==> src/rtl/irq_ctrl_pkg.sv <==
// Package: shared constants and types for the interrupt status/mask controller.
// Assumes a 32-bit register bus with 16-bit half-word lanes.
package irq_ctrl_pkg;

    localparam int unsigned BUS_W  = 32;
    localparam int unsigned HALF_W = 16;

    // Which register a read targets.
    typedef enum logic [1:0] {
        RSEL_NONE = 2'd0,
        RSEL_STAT = 2'd1,
        RSEL_MASK = 2'd2
    } reg_id_t;

    // Per-register write-lane enables.
    typedef struct packed {
        logic lo;
        logic hi;
    } lane_wr_t;

endpackage

==> src/rtl/irq_bus_decode.sv <==
// Module: irq_bus_decode
// Turns a bus address, strobes and access size into per-register lane write
// enables and a read selector. Assumes word-aligned register offsets; address
// bit 1 picks the half for 16-bit accesses and bit 0 is ignored.
module irq_bus_decode
    import irq_ctrl_pkg::*;
#(
    parameter int unsigned ADDR_W    = 12,
    parameter logic [ADDR_W-1:0] STAT_OFFS = 12'h070,
    parameter logic [ADDR_W-1:0] MASK_OFFS = 12'h074
) (
    input  logic [ADDR_W-1:0] addr,
    input  logic              wr,
    input  logic              rd,
    input  logic              wide,
    output lane_wr_t          stat_wr,
    output lane_wr_t          mask_wr,
    output reg_id_t           rd_sel,
    output logic              rd_upper
);

    localparam int unsigned WORD_MSB = ADDR_W - 1;

    logic hit_stat;
    logic hit_mask;
    logic lane_lo;
    logic lane_hi;

    // Word-offset match against each register.
    always_comb begin
        hit_stat = (addr[WORD_MSB:2] == STAT_OFFS[WORD_MSB:2]);
        hit_mask = (addr[WORD_MSB:2] == MASK_OFFS[WORD_MSB:2]);
    end

    // Lane selection: a wide access covers both halves.
    always_comb begin
        lane_lo = wide | ~addr[1];
        lane_hi = wide |  addr[1];
    end

    // Lane write enables per register.
    always_comb begin
        stat_wr.lo = wr & hit_stat & lane_lo;
        stat_wr.hi = wr & hit_stat & lane_hi;
        mask_wr.lo = wr & hit_mask & lane_lo;
        mask_wr.hi = wr & hit_mask & lane_hi;
    end

    // Read selector and half choice.
    always_comb begin
        if (rd && hit_stat)      rd_sel = RSEL_STAT;
        else if (rd && hit_mask) rd_sel = RSEL_MASK;
        else                     rd_sel = RSEL_NONE;
        rd_upper = ~wide & addr[1];
    end

endmodule

==> src/rtl/irq_status_bank.sv <==
// Module: irq_status_bank
// Holds NUM_SRC pending bits. Each bit is set by its event pulse and cleared by
// a status write carrying 0 in that position. An event in the same cycle wins.
// The optional sound bit is also set by a write carrying 1 in its position.
// Assumes NUM_SRC <= 32; bits 0..15 live in the low lane, 16..31 in the high one.
module irq_status_bank
    import irq_ctrl_pkg::*;
#(
    parameter int unsigned NUM_SRC      = 11,
    parameter int unsigned SND_BIT      = 9,
    parameter bit          SND_REASSERT = 1'b1
) (
    input  logic               clk,
    input  logic               rst_n,
    input  logic [NUM_SRC-1:0] evt,
    input  lane_wr_t           wr_en,
    input  logic [NUM_SRC-1:0] wdata,
    output logic [NUM_SRC-1:0] stat
);

    for (genvar i = 0; i < NUM_SRC; i++) begin : g_bit
        logic lane_hit;
        logic ack_clr;
        logic force_set;
        logic nxt;

        // Lane that covers this bit.
        if (i < HALF_W) begin : g_lo
            assign lane_hit = wr_en.lo;
        end else begin : g_hi
            assign lane_hit = wr_en.hi;
        end

        // Sound bit re-assertion through a status write.
        if (SND_REASSERT && (i == SND_BIT)) begin : g_snd
            assign force_set = lane_hit & wdata[i];
        end else begin : g_plain
            assign force_set = 1'b0;
        end

        // Acknowledge: a written zero clears the bit.
        assign ack_clr = lane_hit & ~wdata[i];

        // Next state: event has priority over acknowledge.
        always_comb begin
            nxt = evt[i] | force_set | (stat[i] & ~ack_clr);
        end

        // Pending-bit storage.
        always_ff @(posedge clk) begin
            if (!rst_n) stat[i] <= 1'b0;
            else        stat[i] <= nxt;
        end
    end

endmodule

==> src/rtl/irq_mask_reg.sv <==
// Module: irq_mask_reg
// Enable mask with per-lane writes. Stores the written value as is; only
// NUM_SRC bits exist. Assumes NUM_SRC <= 32.
module irq_mask_reg
    import irq_ctrl_pkg::*;
#(
    parameter int unsigned NUM_SRC = 11
) (
    input  logic               clk,
    input  logic               rst_n,
    input  lane_wr_t           wr_en,
    input  logic [NUM_SRC-1:0] wdata,
    output logic [NUM_SRC-1:0] mask
);

    for (genvar i = 0; i < NUM_SRC; i++) begin : g_bit
        logic lane_hit;

        // Lane that covers this bit.
        if (i < HALF_W) begin : g_lo
            assign lane_hit = wr_en.lo;
        end else begin : g_hi
            assign lane_hit = wr_en.hi;
        end

        // Mask bit storage.
        always_ff @(posedge clk) begin
            if (!rst_n)        mask[i] <= 1'b0;
            else if (lane_hit) mask[i] <= wdata[i];
        end
    end

endmodule

==> src/rtl/irq_req_out.sv <==
// Module: irq_req_out
// Registers the OR of pending-and-enabled bits into the request line, one clock
// after any change of status or mask. Assumes both vectors are NUM_SRC wide.
module irq_req_out #(
    parameter int unsigned NUM_SRC = 11
) (
    input  logic               clk,
    input  logic               rst_n,
    input  logic [NUM_SRC-1:0] stat,
    input  logic [NUM_SRC-1:0] mask,
    output logic               irq
);

    logic any_live;

    // Combine pending and enabled bits.
    always_comb begin
        any_live = |(stat & mask);
    end

    // Request register.
    always_ff @(posedge clk) begin
        if (!rst_n) irq <= 1'b0;
        else        irq <= any_live;
    end

endmodule

==> src/rtl/irq_read_port.sv <==
// Module: irq_read_port
// Zero-extends the two registers to bus width, picks the addressed one and half,
// and registers the result on a read strobe. Assumes NUM_SRC <= 32.
module irq_read_port
    import irq_ctrl_pkg::*;
#(
    parameter int unsigned NUM_SRC = 11
) (
    input  logic               clk,
    input  logic               rst_n,
    input  reg_id_t            rd_sel,
    input  logic               rd_upper,
    input  logic               rd_wide,
    input  logic               rd_en,
    input  logic [NUM_SRC-1:0] stat,
    input  logic [NUM_SRC-1:0] mask,
    output logic [BUS_W-1:0]   rdata
);

    logic [BUS_W-1:0] stat_ext;
    logic [BUS_W-1:0] mask_ext;
    logic [BUS_W-1:0] src;
    logic [BUS_W-1:0] nxt;

    // Zero extension to bus width.
    for (genvar b = 0; b < BUS_W; b++) begin : g_ext
        if (b < NUM_SRC) begin : g_live
            assign stat_ext[b] = stat[b];
            assign mask_ext[b] = mask[b];
        end else begin : g_zero
            assign stat_ext[b] = 1'b0;
            assign mask_ext[b] = 1'b0;
        end
    end

    // Register choice (R10: unmatched offsets read zero).
    always_comb begin
        case (rd_sel)
            RSEL_STAT: src = stat_ext;
            RSEL_MASK: src = mask_ext;
            default:   src = '0;
        endcase
    end

    // Half choice for 16-bit reads.
    always_comb begin
        if (rd_wide)       nxt = src;
        else if (rd_upper) nxt = {{HALF_W{1'b0}}, src[BUS_W-1:HALF_W]};
        else               nxt = {{HALF_W{1'b0}}, src[HALF_W-1:0]};
    end

    // Read data register, loads only on a read.
    always_ff @(posedge clk) begin
        if (!rst_n)     rdata <= '0;
        else if (rd_en) rdata <= nxt;
    end

endmodule

==> src/rtl/irq_ctrl_unit.sv <==
// Module: irq_ctrl_unit (top)
// Memory-mapped interrupt status and mask controller. Event pulses set pending
// bits, software acknowledges them with AND-writes, and the request line
// reports any pending-and-enabled bit one clock later.
// Assumes NUM_SRC <= 32 and a synchronous active-low reset.
module irq_ctrl_unit
    import irq_ctrl_pkg::*;
#(
    parameter int unsigned NUM_SRC      = 11,
    parameter int unsigned ADDR_W       = 12,
    parameter logic [ADDR_W-1:0] STAT_OFFS = 12'h070,
    parameter logic [ADDR_W-1:0] MASK_OFFS = 12'h074,
    parameter int unsigned SND_BIT      = 9,
    parameter bit          SND_REASSERT = 1'b1
) (
    input  logic               clk,
    input  logic               rst_n,
    input  logic [NUM_SRC-1:0] evt_pulse,
    input  logic [ADDR_W-1:0]  bus_addr,
    input  logic               bus_wr,
    input  logic               bus_rd,
    input  logic               bus_wide,
    input  logic [BUS_W-1:0]   bus_wdata,
    output logic [BUS_W-1:0]   bus_rdata,
    output logic               irq_req
);

    lane_wr_t           stat_wr;
    lane_wr_t           mask_wr;
    reg_id_t            rd_sel;
    logic               rd_upper;
    logic [NUM_SRC-1:0] wdata_live;
    logic [NUM_SRC-1:0] stat_q;
    logic [NUM_SRC-1:0] mask_q;
    logic               unused_bits;

    // Only the implemented bit positions of the write data matter.
    assign wdata_live  = bus_wdata[NUM_SRC-1:0];
    assign unused_bits = ^{bus_wdata, bus_addr[0]};

    irq_bus_decode #(
        .ADDR_W    (ADDR_W),
        .STAT_OFFS (STAT_OFFS),
        .MASK_OFFS (MASK_OFFS)
    ) u_decode (
        .addr     (bus_addr),
        .wr       (bus_wr),
        .rd       (bus_rd),
        .wide     (bus_wide),
        .stat_wr  (stat_wr),
        .mask_wr  (mask_wr),
        .rd_sel   (rd_sel),
        .rd_upper (rd_upper)
    );

    irq_status_bank #(
        .NUM_SRC      (NUM_SRC),
        .SND_BIT      (SND_BIT),
        .SND_REASSERT (SND_REASSERT)
    ) u_status (
        .clk   (clk),
        .rst_n (rst_n),
        .evt   (evt_pulse),
        .wr_en (stat_wr),
        .wdata (wdata_live),
        .stat  (stat_q)
    );

    irq_mask_reg #(
        .NUM_SRC (NUM_SRC)
    ) u_mask (
        .clk   (clk),
        .rst_n (rst_n),
        .wr_en (mask_wr),
        .wdata (wdata_live),
        .mask  (mask_q)
    );

    irq_req_out #(
        .NUM_SRC (NUM_SRC)
    ) u_req (
        .clk   (clk),
        .rst_n (rst_n),
        .stat  (stat_q),
        .mask  (mask_q),
        .irq   (irq_req)
    );

    irq_read_port #(
        .NUM_SRC (NUM_SRC)
    ) u_read (
        .clk      (clk),
        .rst_n    (rst_n),
        .rd_sel   (rd_sel),
        .rd_upper (rd_upper),
        .rd_wide  (bus_wide),
        .rd_en    (bus_rd),
        .stat     (stat_q),
        .mask     (mask_q),
        .rdata    (bus_rdata)
    );

endmodule

==> config.mk <==
export PLATFORM = sky130hd
export DESIGN_NAME = irq_ctrl_unit
export DESIGN_NICKNAME = d
export VERILOG_FILES = /design/src/rtl/irq_ctrl_pkg.sv /design/src/rtl/irq_bus_decode.sv /design/src/rtl/irq_status_bank.sv /design/src/rtl/irq_mask_reg.sv /design/src/rtl/irq_req_out.sv /design/src/rtl/irq_read_port.sv /design/src/rtl/irq_ctrl_unit.sv
export SDC_FILE = /design/constraint.sdc
export NUM_CORES = 1
export LEC_CHECK = 0
export ABC_AREA = 1
export BUFFER_PORTS_ARGS = -buffer_cell sky130_fd_sc_hd__buf_4
export CAP_MARGIN = 20
export CORE_ASPECT_RATIO = 1.2
export CORE_UTILIZATION = 48
export DETAILED_ROUTE_END_ITERATION = 12
export PLACE_DENSITY = 0.84
export RECOVER_POWER = 50
export SLEW_MARGIN = 25
export SYNTH_ARGS = -nofsm -noshare
export SYNTH_HDL_FRONTEND = slang
export SYNTH_SLANG_ARGS = --single-unit
export TNS_END_PERCENT = 20
==> constraint.sdc <==
create_clock -name clk -period 1.6 [get_ports clk]
set_input_delay 0.08 -clock clk [delete_from_list [all_inputs] [get_ports clk]]
set_output_delay 0.08 -clock clk [all_outputs]
set_load 0.01 [all_outputs]
== Word-level counts from Yosys, hierarchy flattened ==
Cells that the tools add are included.

* Logic and storage cells: 102
* Input port bits: 60
* Bits in latches: 0
* Register bits: 55
* Bits in writable memories: 0
* Memory bits (read-only): 0
* Memories: 0

* Add/subtract/negate cells: 0
* Shifts and indexed selects: 0
* Mux-type cells: 5
* $lt $le $gt $ge: 0
* Eq/ne operators: 4
* Reductions and logical operators: 3
* Divide/modulo/power cells: 0
* Bitwise gates (word level): 66
* $mul: 0

{| class="wikitable"
|+ Operator list
! operator !! number
|-
| 2-to-1 mux 32 bit || 1
|-
| AND 1 bit || 28
|-
| inverter 1 bit || 24
|-
| one-hot mux 11 bit (2 select lines) || 1
|-
| equality test 10 x 5 -> 1 bit, second input constant || 2
|-
| OR 1 bit || 13
|-
| AND 11 bit || 1
|-
| 2-to-1 mux 11 bit || 1
|-
| OR reduction 11 bit || 1
|-
| 2-to-1 mux 2 bit || 2
|-
| equality test 2 x 1 -> 1 bit, second input constant || 1
|-
| equality test 2 bit, second input constant || 1
|-
| logical AND 1 bit || 2
|}

== Depth between registers and ports, before layout ==
* Depth after elaboration: 8
* Mapped depth: 9
* Gate-level depth less buffers: 9

== Modules after synthesis ==
A second synthesis with hierarchy kept.

* Cell total of the unflattened synthesis: 304
* Area, all modules: 2,033.2 um^2

{| class="wikitable"
|+ Modules (own cells, without submodules)
! module !! times used !! cells an instance !! area an instance (um^2)
|-
| irq_read_port || 1 || 114 || 859.6
|-
| irq_status_bank || 1 || 71 || 506.7
|-
| irq_mask_reg || 1 || 69 || 454.2
|-
| irq_req_out || 1 || 24 || 110.1
|-
| irq_bus_decode || 1 || 26 || 102.6
|}

== Worst setup path before layout ==
OpenSTA, ideal clock, no wires.

* Kind: input to register
* Start: input bus_addr[6]
* End: register u_status.stat[0]
* Arrival: 0.834 ns
* Buffers on the path: 1
* Stages: 8
* Slack: 0.620 ns
* Setup time: 0.146 ns
* Cell sequence: inv_1 nor2_1 nand2_2 nor2_8 nand3_2 buf_4 o21ai_1 a21oi_1

* Longest elaborated chain between the ends: 7

{| class="wikitable"
|+ Ends and longest elaborated chain
! element !! line !! RTL
|-
| start, declared || irq_ctrl_unit.sv:19 || <nowiki>input logic [ADDR_W-1:0] bus_addr,</nowiki>
|-
| equality test 10 x 5 -> 1 bit || irq_bus_decode.sv:31 || <nowiki>hit_stat = (addr[WORD_MSB:2] == STAT_OFFS[WORD_MSB:2]);</nowiki>
|-
| AND 1 bit (2 in series) || irq_bus_decode.sv:43 || <nowiki>stat_wr.lo = wr & hit_stat & lane_lo;</nowiki>
|-
| AND 1 bit || irq_status_bank.sv:42 || <nowiki>assign ack_clr = lane_hit & ~wdata[i];</nowiki>
|-
| inverter 1 bit || irq_status_bank.sv:46 || <nowiki>nxt = evt[i] | force_set | (stat[i] & ~ack_clr);</nowiki>
|-
| AND 1 bit || irq_status_bank.sv:46 ||
|-
| OR 1 bit || irq_status_bank.sv:46 ||
|-
| end signal, assigned by index || irq_status_bank.sv:52 || <nowiki>else stat[i] <= nxt;</nowiki>
|-
| end, declared || irq_status_bank.sv:18 || <nowiki>output logic [NUM_SRC-1:0] stat</nowiki>
|}

No other way between the ends.
A chain may end at the register's enable or synchronous reset.

== Worst setup path after layout ==
* Start: input bus_rd
* End: register u_read.rdata[9]

* Longest elaborated chain between the ends: 7

{| class="wikitable"
|+ Ends and longest elaborated chain
! element !! line !! RTL
|-
| start, declared || irq_ctrl_unit.sv:21 || <nowiki>input logic bus_rd,</nowiki>
|-
| logical AND 1 bit || irq_bus_decode.sv:52 || <nowiki>else if (rd && hit_mask) rd_sel = RSEL_MASK;</nowiki>
|-
| 2-to-1 mux 2 bit || irq_bus_decode.sv:52 ||
|-
| 2-to-1 mux 2 bit || irq_bus_decode.sv:51 || <nowiki>if (rd && hit_stat) rd_sel = RSEL_STAT;</nowiki>
|-
| equality test 2 bit / equality test 2 x 1 -> 1 bit (equally long branches) || irq_read_port.sv:38 || <nowiki>case (rd_sel)</nowiki>
|-
| one-hot mux 11 bit (2 select lines) || irq_read_port.sv:38 ||
|-
| 2-to-1 mux 11 bit || irq_read_port.sv:48 || <nowiki>else if (rd_upper) nxt = {{HALF_W{1'b0}}, src[BUS_W-1:HALF_W]};</nowiki>
|-
| 2-to-1 mux 32 bit || irq_read_port.sv:47 || <nowiki>if (rd_wide) nxt = src;</nowiki>
|-
| end signal, assigned || irq_read_port.sv:55 || <nowiki>else if (rd_en) rdata <= nxt;</nowiki>
|-
| end, declared || irq_read_port.sv:17 || <nowiki>output logic [BUS_W-1:0] rdata</nowiki>
|}

Several ways; a longest one is shown, not always the timed one.

==> results.txt <==
----------------------------------------------------
[Clocking]
  Number of buffers inserted by post-CTS setup repair ... 0
  Buffers from clock root to sink, at most ... 2
  Resized cells post-CTS ... 0
  Clock root buffer master ... sky130_fd_sc_hd__clkbuf_8
  Clock sink total ... 34
  Hold-fix buffers, CTS ... 0
  TritonCTS clock tree ... done
  Num CTS Buffers ... 5
  H-Tree Depth ... 2
  Clk Latency, worst-skew pair ... 0.29 ns
  Clock slew at reported path FFs ... ~0.07 ns

[Cells and area]
  Fraction of layout cells with a size suffix above 1 ... 0.221
  Final std cell area, no fill ... 0.00211 mm2
  Filler cell count in the final layout ... roughly 320
  Commonest non-fill, non-tap cell in the layout ... sky130_fd_sc_hd__nand2_1
  Antenna Diode Count ... 0
  Combined area of the multi-input logic cells ... roughly 800 um2
  Total area of sequential cells ... about 680 um2
  Final #Nets ... around 340
  Leading cell types in the layout, fill and taps excluded ... sky130_fd_sc_hd__nand2_1 (43), sky130_fd_sc_hd__buf_4 (39), sky130_fd_sc_hd__dfxtp_1 (34)
  Area grow syn2layout ... 18.6%

[Critical path]
  R2r startpoint ... u_status.stat[7]$_SDFF_PN0_
  Reg2Reg Depth ... 5
  Startpoint type of the worst setup path ... primary input
  Chain of cells forming the critical path ... clkbuf_2 -> inv_1 -> nor2_1 -> clkbuf_1 -> nand2_1 -> a21oi_2
  Endpoint of the lowest-slack register-to-register path ... u_req.irq$_SDFF_PN0_
  Maximum fanout count along the critical path ... 23
  Reg-to-reg slack, setup ... 0.56 ns
  Slowest cell on the critical path ... sky130_fd_sc_hd__clkbuf_2
  Sort of element at the end of the critical path ... register
  Critical path data arrival time ... ~1.5 ns
  Start-to-end type of the worst setup path ... in -> reg
  Data required time at the worst endpoint ... ~1.8 ns
  Max stage delay on crit path ... between 0.3 and 0.4 ns

[Global routing]
  Met2 track demand over resource ... 0.311
  Initial antenna violation count ... 0
  Grt met1 use ... 0.250
  Total overflow reported by the global router ... 0
  GRT Max-Usage Layer ... met2
  Pin count of the biggest net entering global routing ... 24
  GR Util met3 ... 0.0410
  First-pass GRT wire length ... just under 6 mm
  Global-route usage over all layers ... 0.195
  Vias in the first global route ... ~1300

[STA]
  Setup clock skew after layout ... between 0.002 and 0.003 ns
  Maximum clock frequency ... 807 MHz
  Final hold viol count ... 0
  Final critical-path share of the clock period ... 0.774
  Final period demand of the worst path ... about 1.2 ns
  Number of setup violations in the final report ... 0
  Max-slew violations ... 0
  Sum of negative setup slack ... 0 ns
  Setup repair after global routing missed its margin ... no

[Detailed routing]
  Remaining antenna violation count after routing ... 0
  Vias per inst ... slightly above 5
  Via total after detailed routing ... 1619
  Detailed Route WL ... 3.54 mm
  Routed length per instance ... roughly 11 um
  Drt drc ... 5
  Starting DRT DRC Count ... 60
  Number of search-and-repair iterations in the first detailed-routing pass ... 8

[Placement]
  Count of input and output buffers ... slightly below 50
  Routability congestion estimate ... roughly 0.76
  Total placed instance area ... slightly above 0.002 mm2
  Post-DP HPWL ... between 2 and 3 mm

[Synthesis]
  Top-area cell type share of the netlist area ... 0.383
  Portion of the post-synthesis area used by sequential elements ... 0.383
  Cell types occupying the most area after synthesis ... sky130_fd_sc_hd__dfxtp_1 (38%), sky130_fd_sc_hd__buf_4 (9.7%), sky130_fd_sc_hd__nand2_1 (9.1%), sky130_fd_sc_hd__nand4_1 (8.1%), sky130_fd_sc_hd__a21oi_1 (6.5%)
  Post-synthesis cell type with the largest combined area ... sky130_fd_sc_hd__dfxtp_1
  Unique cell type count in the Yosys netlist ... 21
  Avg Cell Area, Syn ... between 7 and 8 um2
  Post-synth design cell area ... 0.00178 mm2
  Number of warnings printed during yosys synthesis ... 0
  Number of cells produced by synthesis ... roughly 240
  Seq cells post-synth ... 34

[Die]
  Cell Rows ... 23
  Starting density of the core ... 0.518
  Die Y-Extent ... between 60 and 70 um
  Top-level I/O count ... slightly above 90
  Placeable core region ... 0.00342 mm2
  DIE AREA ... between 0.003 and 0.004 mm2
  Die Width ... roughly 58 um

[Min path]
  Type of the most critical hold path ... in -> reg
  Endpoint, Worst Hold ... u_status.stat[6]$_SDFF_PN0_
  Worst hold path depth ... 3
  Hold path startpoint ... evt_pulse[6]

[Power]
  Power per cell area ... 819 mW/mm2
  VDD IR-drop max ... slightly above 0.5 mV
  Leakage Power ... 0.969 nW

[Run status]
  Violated checks ... design-rule violations
  Status ... finished, violations left

[Job]
  Max-cap violations ... 0

----------------------------------------------------
flip-flops by register name (all words and copies together) (netlist names):
name / count
u_req.irq: 1
u_mask.mask: 11
u_status.stat: 11
u_read.rdata: 11
worst max-delay path by stage:
stage                       from                            to  slack [ns]
finish                    bus_rd  u_read.rdata[9]$_SDFFE_PN0P_        0.36
global route              bus_rd  u_read.rdata[9]$_SDFFE_PN0P_        0.16
CTS                  bus_addr[9]   u_mask.mask[7]$_SDFFE_PN0P_        0.48
detailed placement   bus_addr[9]   u_mask.mask[7]$_SDFFE_PN0P_        0.17
global placement    bus_addr[11]   u_mask.mask[7]$_SDFFE_PN0P_        0.22
floorplan            bus_addr[6]   u_status.stat[0]$_SDFF_PN0_        0.62
report_power, final:
group	leakage [nW]	internal, mW	total, mW	switching [mW]
clock	0.0482	0.347	0.651	0.304
combinational	0.643	0.0856	0.191	0.105
sequential	0.277	0.866	0.883	0.0167
total	0.969	1.30	1.72	0.426
kinds of logic after synthesis:
family	share of synthesized area
and+or+nand+nor	0.223
buffers and inverters	0.199
AOI/OAI and AO/OA	0.193
DFF	0.383
other	0.00211
cell usage after synthesis:
library cell / n
sky130_fd_sc_hd__nand3_1: 1
sky130_fd_sc_hd__nand2_1: 43
sky130_fd_sc_hd__a21oi_2: 11
sky130_fd_sc_hd__buf_4: 23
sky130_fd_sc_hd__nand4_1: 23
sky130_fd_sc_hd__buf_6: 2
sky130_fd_sc_hd__a221oi_1: 2
sky130_fd_sc_hd__o21ai_0: 2
sky130_fd_sc_hd__buf_2: 6
sky130_fd_sc_hd__o21ai_1: 19
sky130_fd_sc_hd__nor2_2: 1
sky130_fd_sc_hd__nand2_2: 2
sky130_fd_sc_hd__a21oi_1: 23
sky130_fd_sc_hd__inv_1: 30
sky130_fd_sc_hd__a22o_1: 1
sky130_fd_sc_hd__nor2_1: 7
sky130_fd_sc_hd__nand3_2: 2
sky130_fd_sc_hd__conb_1: 1
sky130_fd_sc_hd__nor2_8: 1
sky130_fd_sc_hd__clkbuf_1: 4
sky130_fd_sc_hd__dfxtp_1: 34
per-layer routing:
metal / share of wire / vias up
li1: - / 838
met1: 0.45 / 712
met2: 0.46 / 62
met3: 0.066 / 7
met4: 0.017 / 0
met5: 0 / -
stage by stage:
| step | utilization | cells | power [mW] | setup slack (ns) | hold WS, ns |
|---|---|---|---|---|---|
| 2_1_floorplan | - | 258 | 1.03 | 0.620 | 0.214 |
| 3_3_place_gp | 0.606 | 314 | 1.09 | 0.220 | 0.331 |
| 3_5_place_dp | 0.606 | 314 | 1.10 | 0.174 | 0.333 |
| 4_1_cts | 0.632 | 322 | 1.74 | 0.481 | 0.0306 |
| 5_1_grt | 0.615 | 322 | 1.79 | 0.159 | 0.0346 |
| 6_report | 0.615 | 322 | 1.72 | 0.362 | 0.0326 |
critical path: cells and delay by family:
family	cells	cell delay, ns
AO/OA/AOI/OAI	1	0.13
buffers and inverters	3	0.96
AND/OR/NAND/NOR	2	0.28
cell type report:
class,count,share of cell area
Sequential cell,34,0.323
Clock buffer,7,0.0410
Multi-Input combinational cell,159,0.384
Inverter,30,0.0535
Timing Repair Buffer,54,0.174
Tap cell,37,0.0220
Clock inverter,1,0.00238
Power figures use the tool's default switching activity.
